**src/rtl/blkdma_pkg.sv**
```systemverilog
package blkdma_pkg;
   typedef enum logic [1:0] {
      SEL_CTRL  = 2'd0,
      SEL_BASE  = 2'd1,
      SEL_COUNT = 2'd2,
      SEL_STAT  = 2'd3
   } reg_sel_e;

   typedef enum logic [1:0] {
      ST_IDLE = 2'd0,
      ST_WAIT = 2'd1,
      ST_MOVE = 2'd2,
      ST_FIN  = 2'd3
   } seq_st_e;

   localparam int unsigned REG_W   = 32;
   localparam int unsigned ENA_BIT = 31;
   localparam int unsigned DIR_BIT = 0;
   localparam int unsigned CNT_LSB = 8;
endpackage

```
**src/rtl/blkdma_regs.sv**
```systemverilog
module blkdma_regs
   import blkdma_pkg::*;
#(
   parameter int unsigned CNT_W = 24
) (
   input  logic              clk,
   input  logic              rst_n,
   input  logic              we,
   input  logic [1:0]        sel,
   input  logic [REG_W-1:0]  wdata,
   output logic [REG_W-1:0]  rdata,
   input  logic              stat_done,
   input  logic              stat_busy,
   output logic              cfg_en,
   output logic              cfg_dir,
   output logic [REG_W-1:0]  cfg_base,
   output logic [CNT_W-1:0]  cfg_cnt
);
   localparam int unsigned PAD_W = REG_W - CNT_W;

   if (CNT_W + CNT_LSB != REG_W) begin : g_bad_cnt
      $error("blkdma_regs: count field must fill bits above CNT_LSB");
   end

   reg_sel_e sel_e;
   assign sel_e = reg_sel_e'(sel);

   always_ff @(posedge clk or negedge rst_n) begin
      if (!rst_n) begin
         cfg_en   <= 1'b0;
         cfg_dir  <= 1'b0;
         cfg_base <= '0;
         cfg_cnt  <= '0;
      end else if (we) begin
         case (sel_e)
            SEL_CTRL: begin
               cfg_en  <= wdata[ENA_BIT];
               cfg_dir <= wdata[DIR_BIT];
            end
            SEL_BASE:  cfg_base <= wdata;
            SEL_COUNT: cfg_cnt  <= wdata[REG_W-1:CNT_LSB];
            default: ;
         endcase
      end
   end

   always_comb begin
      rdata = '0;
      case (sel_e)
         SEL_CTRL: begin
            rdata[ENA_BIT] = cfg_en;
            rdata[DIR_BIT] = cfg_dir;
         end
         SEL_BASE:  rdata = cfg_base;
         SEL_COUNT: rdata = {cfg_cnt, {PAD_W{1'b0}}};
         SEL_STAT:  rdata = {{(REG_W-2){1'b0}}, stat_busy, stat_done};
         default:   rdata = '0;
      endcase
   end
endmodule

```
**src/rtl/blkdma_seq.sv**
```systemverilog
module blkdma_seq
   import blkdma_pkg::*;
#(
   parameter int unsigned BLK_WORDS = 16,
   parameter int unsigned CNT_W     = 24,
   parameter int unsigned ADDR_STEP = 4
) (
   input  logic              clk,
   input  logic              rst_n,
   input  logic              en,
   input  logic              dir_cfg,
   input  logic [REG_W-1:0]  base_cfg,
   input  logic [CNT_W-1:0]  cnt_cfg,
   input  logic              wm_empty,
   input  logic              wm_full,
   input  logic              ack,
   output logic              moving,
   output logic              xfer_dir,
   output logic [REG_W-1:0]  work_addr,
   output logic              done,
   output logic              busy
);
   localparam int unsigned IDX_W = (BLK_WORDS > 1) ? $clog2(BLK_WORDS) : 1;
   localparam logic [IDX_W-1:0] LAST_IDX = IDX_W'(BLK_WORDS - 1);
   localparam logic [CNT_W-1:0] ONE_BLK  = CNT_W'(1);
   localparam logic [REG_W-1:0] ALIGN_MASK = ~(REG_W'(ADDR_STEP) - REG_W'(1));

   if ((ADDR_STEP & (ADDR_STEP - 1)) != 0) begin : g_bad_step
      $error("blkdma_seq: ADDR_STEP must be a power of two");
   end

   seq_st_e          st;
   logic [CNT_W-1:0] w_cnt;
   logic [IDX_W-1:0] w_idx;
   logic             wmark;
   logic             last_word;
   logic             last_blk;

   assign wmark     = xfer_dir ? wm_empty : wm_full;
   assign last_word = (w_idx == LAST_IDX);
   assign last_blk  = (w_cnt == ONE_BLK);
   assign moving    = (st == ST_MOVE);
   assign busy      = (st == ST_WAIT) || (st == ST_MOVE);

   always_ff @(posedge clk or negedge rst_n) begin
      if (!rst_n) begin
         st        <= ST_IDLE;
         w_cnt     <= '0;
         w_idx     <= '0;
         work_addr <= '0;
         xfer_dir  <= 1'b0;
         done      <= 1'b0;
      end else begin
         case (st)
            ST_IDLE: begin
               if (en) begin
                  work_addr <= base_cfg & ALIGN_MASK;
                  w_cnt     <= cnt_cfg;
                  xfer_dir  <= dir_cfg;
                  w_idx     <= '0;
                  done      <= (cnt_cfg == '0);
                  st        <= (cnt_cfg == '0) ? ST_FIN : ST_WAIT;
               end
            end
            ST_WAIT: begin
               w_idx <= '0;
               if (!en)        st <= ST_IDLE;
               else if (wmark) st <= ST_MOVE;
            end
            ST_MOVE: begin
               if (ack) begin
                  work_addr <= work_addr + REG_W'(ADDR_STEP);
                  w_idx     <= w_idx + IDX_W'(1);
                  if (last_word) begin
                     w_cnt <= w_cnt - ONE_BLK;
                     if (last_blk) begin
                        st   <= ST_FIN;
                        done <= 1'b1;
                     end else begin
                        st <= en ? ST_WAIT : ST_IDLE;
                     end
                  end else if (!en) begin
                     st <= ST_IDLE;
                  end
               end
            end
            ST_FIN: begin
               if (!en) st <= ST_IDLE;
            end
            default: st <= ST_IDLE;
         endcase
      end
   end
endmodule

```
**src/rtl/blkdma_chan.sv**
```systemverilog
module blkdma_chan
   import blkdma_pkg::*;
#(
   parameter int unsigned DATA_W    = 32,
   parameter int unsigned BLK_WORDS = 16
) (
   input  logic              clk,
   input  logic              rst_n,
   input  logic              reg_we,
   input  logic [1:0]        reg_sel,
   input  logic [31:0]       reg_wdata,
   output logic [31:0]       reg_rdata,
   input  logic              fifo_prog_empty,
   input  logic              fifo_prog_full,
   output logic              fifo_push,
   output logic [DATA_W-1:0] fifo_wdata,
   output logic              fifo_pop,
   input  logic [DATA_W-1:0] fifo_rdata,
   output logic              mem_req,
   output logic              mem_we,
   output logic [31:0]       mem_addr,
   output logic [DATA_W-1:0] mem_wdata,
   input  logic [DATA_W-1:0] mem_rdata,
   input  logic              mem_ack,
   output logic              done
);
   localparam int unsigned CNT_W     = REG_W - CNT_LSB;
   localparam int unsigned ADDR_STEP = 4;

   if (DATA_W < 8 || DATA_W > 32) begin : g_bad_width
      $error("blkdma_chan: DATA_W must lie in 8..32");
   end
   if (BLK_WORDS < 2 || (BLK_WORDS & (BLK_WORDS - 1)) != 0) begin : g_bad_blk
      $error("blkdma_chan: BLK_WORDS must be a power of two of at least 2");
   end

   logic             en_w;
   logic             dir_w;
   logic [31:0]      base_w;
   logic [CNT_W-1:0] cnt_w;
   logic             moving;
   logic             xfer_dir;
   logic             busy;
   logic [31:0]      work_addr;

   blkdma_regs #(.CNT_W(CNT_W)) regs_i (
      .clk       (clk),
      .rst_n     (rst_n),
      .we        (reg_we),
      .sel       (reg_sel),
      .wdata     (reg_wdata),
      .rdata     (reg_rdata),
      .stat_done (done),
      .stat_busy (busy),
      .cfg_en    (en_w),
      .cfg_dir   (dir_w),
      .cfg_base  (base_w),
      .cfg_cnt   (cnt_w)
   );

   blkdma_seq #(
      .BLK_WORDS (BLK_WORDS),
      .CNT_W     (CNT_W),
      .ADDR_STEP (ADDR_STEP)
   ) seq_i (
      .clk       (clk),
      .rst_n     (rst_n),
      .en        (en_w),
      .dir_cfg   (dir_w),
      .base_cfg  (base_w),
      .cnt_cfg   (cnt_w),
      .wm_empty  (fifo_prog_empty),
      .wm_full   (fifo_prog_full),
      .ack       (mem_ack),
      .moving    (moving),
      .xfer_dir  (xfer_dir),
      .work_addr (work_addr),
      .done      (done),
      .busy      (busy)
   );

   // Data path: the FIFO head is wired straight through, with no staging register.
   assign mem_req    = moving;
   assign mem_we     = moving & ~xfer_dir;
   assign mem_addr   = work_addr;
   assign mem_wdata  = fifo_rdata;
   assign fifo_wdata = mem_rdata;
   assign fifo_push  = moving & mem_ack & xfer_dir;
   assign fifo_pop   = moving & mem_ack & ~xfer_dir;

   a_r7_hold_until_ack: assert property (@(posedge clk) disable iff (!rst_n)
      mem_req && !mem_ack |=> mem_req && $stable(mem_addr) && $stable(mem_we));

   a_r6_step_per_word: assert property (@(posedge clk) disable iff (!rst_n)
      mem_req && mem_ack |=> !mem_req || (mem_addr == $past(mem_addr) + 32'(ADDR_STEP)));

   a_r6_aligned: assert property (@(posedge clk) disable iff (!rst_n)
      mem_req |-> mem_addr[1:0] == 2'b00);

   a_r8_push_on_read_ack: assert property (@(posedge clk) disable iff (!rst_n)
      fifo_push |-> mem_ack && !mem_we && !fifo_pop);

   a_r9_pop_on_write_ack: assert property (@(posedge clk) disable iff (!rst_n)
      fifo_pop |-> mem_ack && mem_we && !fifo_push);

   a_r10_done_is_quiet: assert property (@(posedge clk) disable iff (!rst_n)
      done |-> !mem_req && !busy);

   a_r11_stays_stopped: assert property (@(posedge clk) disable iff (!rst_n)
      !en_w && !mem_req |=> !mem_req);
endmodule

```
**config.mk**
```make
export PLATFORM = sky130hd
export DESIGN_NAME = blkdma_chan
export DESIGN_NICKNAME = d
export VERILOG_FILES = /design/src/rtl/blkdma_pkg.sv /design/src/rtl/blkdma_regs.sv /design/src/rtl/blkdma_seq.sv /design/src/rtl/blkdma_chan.sv
export SDC_FILE = /design/constraint.sdc
export NUM_CORES = 1
export LEC_CHECK = 0
export ABC_AREA = 1
export CAP_MARGIN = 25
export CORE_UTILIZATION = 35
export DETAILED_ROUTE_END_ITERATION = 12
export DONT_BUFFER_PORTS = 1
export GPL_ROUTABILITY_DRIVEN = 0
export REMOVE_ABC_BUFFERS = 1
export SETUP_SLACK_MARGIN = 0.02
export SKIP_LAST_GASP = 1
export SLEW_MARGIN = 20
export SYNTH_ARGS = -nofsm -noshare
export SYNTH_HDL_FRONTEND = slang
export SYNTH_SLANG_ARGS = --single-unit
```
**constraint.sdc**
```tcl
create_clock -name clk -period 2.3 [get_ports clk]
set_clock_uncertainty 0.1 [all_clocks]
set_input_delay 0.46 -clock clk [delete_from_list [all_inputs] [get_ports clk]]
set_output_delay 0.46 -clock clk [all_outputs]
set_load 0.03 [all_outputs]
```
==> results.sh, run 1 <==
export IMPL_synth_top_family_by_area="simple AND/OR/NAND/NOR gates"
export IMPL_crit_path_cell_trace="inv_2 -> ha_4 -> buf_4 -> inv_4 -> nor2_1 -> buf_4"
export IMPL_drt_initial_drc_count=671
export IMPL_relSlewSlack_pct=57.7
export IMPL_synth_area_mm2=0.00760
export IMPL_yosysWarnings=0
export IMPL_dieArea_mm2=0.0223
export IMPL_cp_slowest_stage_delay_ns=0.44
export IMPL_synth_edf_count=0
export IMPL_synth_distinct_cells=35
export IMPL_ant_nets=0
export IMPL_final_cells=1394
export IMPL_critPathArrivalTime_ns=1.64
export IMPL_drt_total_wl_um=27200
export IMPL_vias=7244
export IMPL_grt_use_total_pct=25.4
export IMPL_yosys_area_share_simple_pct=30.0
export IMPL_fin_util_pct=40.3
export IMPL_ios=237
export IMPL_initial_core_util_pct=35.9
export IMPL_grt_pass1_vias=6945
export IMPL_crit_path_end_kind="output port"
export IMPL_synth_area_top_cells="dfrtp_1, nand2_1, inv_1, buf_4, nor2_1"
export IMPL_fp_dieH_um=149
export IMPL_ys_ff_latch=120
export IMPL_clk_root_buffer_cell="clkbuf_16"
export IMPL_outcome="finished, violations left"
export IMPL_yosys_cell_count_top_type="nand2_1"
export IMPL_synth_compound_area_share_pct=13.1
export IMPL_r2r_start="seq_i.st[1]"
export IMPL_grt_max_degree=121
export IMPL_cp_required_ns=1.74
export IMPL_numPlacedInstances=1362
export IMPL_drtPass1Iterations=5
export IMPL_power_density_mw_per_mm2=1340
export IMPL_finalMaxSlewViolations=0
export IMPL_hp_class="primary input to async pin"
export IMPL_rr_endpoint="seq_i.work_addr[11]"
export IMPL_antenna_found_initial=0
export IMPL_synth_adder_area_share_pct=1.32
export IMPL_grt_pass1_wl_um=41500
export IMPL_cts_max_level=4
export IMPL_synthXorXnorAreaFrac_pct=0.231
export IMPL_ff2ff_path_depth=9
export IMPL_drive_above_1_share_pct=10.0
export IMPL_irDropWorstVdd_mv=0.542
export IMPL_startpoint_type="flop"
export IMPL_num_antenna_cells=0
export IMPL_clk_path_buf_depth=2
export IMPL_finalCriticalPeriod_ns=2.20
export IMPL_post_synth_top_area_fraction_pct=39.5
export IMPL_r2r_slack_ns=0.20
export IMPL_place_hpwl_um=20200
export IMPL_post_route_period_util_pct=95.5
export IMPL_cts_clk_slew_worst_paths_ns=0.06
export IMPL_cts_num_sinks=120
export IMPL_clkLatencyLatePin_ns=0.42
export IMPL_hold_viol_final=120
export IMPL_synth_area_leader_cell="dfrtp_1"
export IMPL_muxShareOfSynthArea_pct=0.148
export IMPL_async_flop_share_pct=100
export IMPL_crit_path_frequent_cell="buf_4"
export IMPL_fin_nets=1218
export IMPL_area_delta_synth_final_pct=12.2
export IMPL_ys_seq_area_share_pct=39.5
export IMPL_overflow=0
export IMPL_placementRows=53
export IMPL_criticalPathCategory="flop to output port"
export IMPL_synthFlopType="dfrtp_1"
export IMPL_setup_violations=0
export IMPL_cts_tree="built"
export IMPL_max_freq_ghz=0.455
export IMPL_violations="negative hold slack"
export IMPL_cap_violations=0
export IMPL_slowest_stage="dfrtp_1"
export IMPL_netlist_top_cells_count="nand2_1, inv_1, nor2_1"
export IMPL_syn_area_per_cell_um2=6.76
export IMPL_port_buffers=0
export IMPL_core_mm2=0.0212
export IMPL_p_leak_nw=4.11
export IMPL_syn_inst=1123
export IMPL_tightest_slew_ns=0.633
export IMPL_crit_fanout=8
export IMPL_drc=0
export IMPL_wl_per_cell_um=19.5
export IMPL_rsz0062_at_grt="false"
export IMPL_vias_per_cell=5.20
export IMPL_worst_hold_slack_ns=-0.359
export IMPL_cts_buffers=17
export IMPL_fillerInstances=2200
export IMPL_die_w_um=149
[cells by family (layout without fill, tap and decap cells)]
| logic type | after synthesis | after routing |
|---|---|---|
| other | 1 | 2 |
| adders and majority gates | 8 | 8 |
| muxes | 1 | 1 |
| and+or+nand+nor | 559 | 559 |
| buffers and inverters | 244 | 239 |
| xor gates and xnor gates | 2 | 2 |
| AOI/OAI and AO/OA | 188 | 188 |
| DFF | 120 | 120 |
[area by class of cell]
type / instances / area (um2) / area share [%]
Inverter: 141 / 532 / 6.24
Clock buffer: 19 / 443 / 5.20
Sequential cell: 120 / 3000 / 35.2
Clock inverter: 13 / 195 / 2.29
Tap cell: 275 / 344 / 4.04
Timing Repair Buffer: 66 / 583 / 6.84
Multi-Input combinational cell: 760 / 3420 / 40.2
[layer usage]
layer  wire, um  global-route usage (%)  vias to the layer above
li1           -                       -                     3466
met1      11600                    32.3                     3363
met2      11000                    35.3                      377
met3       3850                    14.9                       34
met4        451                    6.68                        4
met5        178                    8.64                        -
[report_power, final]
part           total, mW  internal (mW)  switching [mW]
sequential          3.75           2.77           0.981
combinational       4.72           1.53            3.18
clock               2.94           1.86            1.08
[flip-flops by register name, indices dropped and copies added (netlist names)]
register,flops
regs_i.cfg_base,32
regs_i.cfg_cnt,24
regs_i.cfg_dir,1
regs_i.cfg_en,1
seq_i.done,1
seq_i.st,2
seq_i.w_cnt,24
seq_i.w_idx,4
seq_i.work_addr,30
seq_i.xfer_dir,1
[how the worst max path moves through the flow]
| stage | from | end | slack, ns | cells after the start |
|---|---|---|---|---|
| after floorplan | seq_i.st[0] | mem_we | -1.93 | 4 |
| after global placement | seq_i.st[0] | seq_i.work_addr[11] | 0.28 | 9 |
| after detailed placement | seq_i.st[0] | seq_i.work_addr[11] | 0.23 | 9 |
| final | seq_i.st[0] | mem_we | 0.10 | 6 |
| after CTS | seq_i.st[0] | mem_we | 0.04 | 6 |
| after global routing | seq_i.st[0] | mem_we | 0.03 | 6 |
[metrics by stage]
step	hold WS (ns)	TNS (ns)	worst slack, ns	instance area, um2	total power [mW]
2_1_floorplan	0.0644	-78.74	-1.93	6940	6.75
3_3_place_gp	0.0747	0	0.280	7870	8.34
3_5_place_dp	0.0742	0	0.234	7870	8.41
4_1_cts	-0.379	0	0.0413	8520	11.4
5_1_grt	-0.377	0	0.0300	8520	12.2
6_report	-0.359	0	0.104	8520	11.4
[critical path, delay by kind of cell (launching register included)]
kind,cells,cell delay (ns)
adders and majority gates,1,0.17
buffers and inverters,4,0.50
DFF,1,0.44
and+or+nand+nor,1,0.11
[repair_timing]
item,4_1_cts,5_1_grt
buffers inserted,0,0
gates resized for setup,2,1
setup endpoints to repair,1,1
endpoints found under the hold margin,120,120
[cell usage in the layout, fill, tap and decap left out, drive strengths merged, types with 4 or more instances in the layout]
master	n
ha	8
nor3	5
a21oi	57
o21ai	103
nand4	11
bufinv	4
inv	143
clkinv	4
dfrtp	120
nand2	328
clkbuf	19
buf	66
nand3	75
o22ai	17
nor2	135
Power figures use the tool's default switching activity.
==> inputs of run 2 (changes only) <==
Settings changed: ABC_AREA 1 to not set.
==> results.sh, run 2 <==
export IMPL_antenna_found_initial=1
export IMPL_area_delta_synth_final_pct=17.6
export IMPL_ys_seq_area_share_pct=42.1
export IMPL_drt_initial_drc_count=474
export IMPL_ant_nets=0
export IMPL_crit_path_end_kind="output port"
export IMPL_hp_class="primary input to async pin"
export IMPL_clk_root_buffer_cell="clkbuf_16"
export IMPL_r2r_start="seq_i.st[1]"
export IMPL_async_flop_share_pct=100
export IMPL_syn_area_per_cell_um2=9.69
export IMPL_synth_edf_count=0
export IMPL_fin_nets=859
export IMPL_cts_tree="built"
export IMPL_tightest_slew_ns=0.588
export IMPL_dieArea_mm2=0.0210
export IMPL_drt_total_wl_um=24900
export IMPL_post_synth_top_area_fraction_pct=42.1
export IMPL_cp_slowest_stage_delay_ns=0.53
export IMPL_worst_hold_slack_ns=-0.375
export IMPL_cts_max_level=4
export IMPL_critPathArrivalTime_ns=1.66
export IMPL_yosysWarnings=0
export IMPL_core_mm2=0.0197
export IMPL_multi_input_area_mm2=0.00347
export IMPL_crit_fanout=4
export IMPL_vias_per_cell=5.91
export IMPL_cts_clk_slew_worst_paths_ns=0.06
export IMPL_port_buffers=0
export IMPL_ys_ff_latch=120
export IMPL_crit_path_start="seq_i.done"
export IMPL_power_density_mw_per_mm2=1480
export IMPL_ff2ff_path_depth=7
export IMPL_irDropWorstVdd_mv=0.738
export IMPL_largest_register_ffs=32
export IMPL_max_freq_ghz=0.450
export IMPL_syn_inst=736
export IMPL_initial_core_util_pct=36.2
export IMPL_fp_dieH_um=145
export IMPL_drc=0
export IMPL_post_route_period_util_pct=96.5
export IMPL_cts_num_sinks=120
export IMPL_criticalPathCategory="flop to output port"
export IMPL_grt_pass1_vias=5688
export IMPL_ff_latch_area_mm2=0.00300
export IMPL_crit_path_cell_trace="mux2_2 -> a22o_1"
export IMPL_fillerInstances=1858
export IMPL_outcome="finished, violations left"
export IMPL_crit_cells=2
export IMPL_violations="negative hold slack"
export IMPL_p_leak_nw=3.48
export IMPL_die_w_um=145
export IMPL_top_regs="regs_i.cfg_base: 32 flops, seq_i.work_addr: 30 flops"
export IMPL_overflow=0
export IMPL_top_register="regs_i.cfg_base"
export IMPL_rr_endpoint="seq_i.work_addr[19]"
export IMPL_startpoint_type="flop"
export IMPL_setup_violations=0
export IMPL_wl_per_cell_um=24.3
export IMPL_crit_family="flip-flops"
export IMPL_grt_max_degree=121
export IMPL_finalCriticalPeriod_ns=2.22
export IMPL_grt_use_total_pct=24.1
export IMPL_rsz0062_at_grt="false"
export IMPL_clkLatencyLatePin_ns=0.42
export IMPL_drtPass1Iterations=9
export IMPL_relSlewSlack_pct=60.5
export IMPL_cp_required_ns=1.74
export IMPL_drive_above_1_share_pct=29.1
export IMPL_layout_cells_most_common="dfrtp_1"
export IMPL_hold_viol_final=120
export IMPL_cap_violations=0
export IMPL_slowest_stage="dfrtp_1"
export IMPL_critPathBufInv=0
export IMPL_ios=237
export IMPL_grt_pass1_wl_um=36400
export IMPL_final_cell_mix="dfrtp_1, buf_4, mux2_2, nand2_1, a21oi_1"
export IMPL_synth_distinct_cells=62
export IMPL_place_hpwl_um=18200
export IMPL_worstSetupEndpoint="reg_rdata[0]"
export IMPL_clk_path_buf_depth=2
export IMPL_place_ws_ns=-0.0824
export IMPL_synth_area_mm2=0.00713
export IMPL_power_mw=12.4
export IMPL_synthFlopType="dfrtp_1"
export IMPL_synth_area_top_cells="dfrtp_1, mux2_2, buf_4, a21oi_1, a22o_1"
export IMPL_placementRows=51
export IMPL_setup_ws_ns=0.0798
export IMPL_yosys_cell_count_top_type="dfrtp_1"
export IMPL_finalMaxSlewViolations=0
export IMPL_cts_buffers=17
export IMPL_synth_area_leader_cell="dfrtp_1"
export IMPL_r2r_slack_ns=0.10
export IMPL_vias=6060
export IMPL_netlist_top_cells_count="dfrtp_1, buf_4, mux2_2"
run 2: cell count changes in the layout (fill, tap and decap cells not counted), moves of 48 or more:
cell and delta:
inv_1 -126, nand2_1 -272, mux2_2 +59, o21ai_0 -63
nand3_1 -48, nor2_1 -95
run 2: worst register-to-register path: stages (launching register included):
cell and delay (ns):
dfrtp_2 0.42, inv_1 0.08, ha_2 0.19, nor2b_2 0.19, or3_4 0.44, buf_4 0.19
o41ai_1 0.38, nor2_1 0.09
run 2: routing by layer:
metal	up-vias	share of wire (%)	global-route usage, %
met5	-	0.22	3.01
met4	2	1.6	6.98
met3	33	14	15.7
met2	332	42	32.8
met1	2998	42	30.5
li1	2695	-	-
run 2: stage by stage:
stage                     util (%)  instance area [um2]  hold slack [ns]  setup TNS [ns]  cells
final                         42.6                 8390           -0.375               0   1026
after CTS                     42.4                 8350           -0.388               0   1023
after global routing          42.5                 8390           -0.398               0   1025
after floorplan                  -                 6460           0.0644         -202.46    626
after global placement        39.3                 7760           0.0666               0    991
after detailed placement      39.3                 7760           0.0667          -0.164    991
run 2: cell type report:
type                            instances  area share, %
Timing Repair Buffer                  102           11.4
Sequential cell                       120           35.8
Tap cell                              265           3.95
Antenna cell                            1         0.0298
Inverter                               11          0.492
Multi-Input combinational cell        495           41.3
Clock inverter                         13           1.85
Clock buffer                           19           5.16
run 2: how the worst min path moves through the flow:
stage / from / slack, ns / endpoint
floorplan: rst_n / 0.06 / regs_i.cfg_base[0]
global placement: rst_n / 0.07 / regs_i.cfg_base[2]
detailed placement: rst_n / 0.07 / regs_i.cfg_base[3]
CTS: rst_n / -0.39 / regs_i.cfg_base[3]
global route: rst_n / -0.40 / regs_i.cfg_base[5]
finish: rst_n / -0.38 / regs_i.cfg_base[3]
run 2: power breakdown:
group,total (mW),switching (mW),internal (mW),leakage (nW)
Clock,2.69,0.996,1.69,0.282
Combinational,6.03,3.48,2.55,1.78
Sequential,3.69,0.815,2.87,1.42
run 2: what timing repair did:
item / in CTS / in global routing
endpoints found under the hold margin: 120 / 120
setup endpoints to repair: 7 / 36
gates cloned: 0 / 0
pin swaps: 0 / 2
buffers inserted: 0 / 2
resized for setup: 3 / 7
run 2: kinds of logic after synthesis:
kind of cell,share of synthesized area [%]
other cells,0.0526
compound gates,17.0
buf+inv,10.0
fa+ha+maj,1.40
mux,11.6
simple gates,17.9
flops,42.1
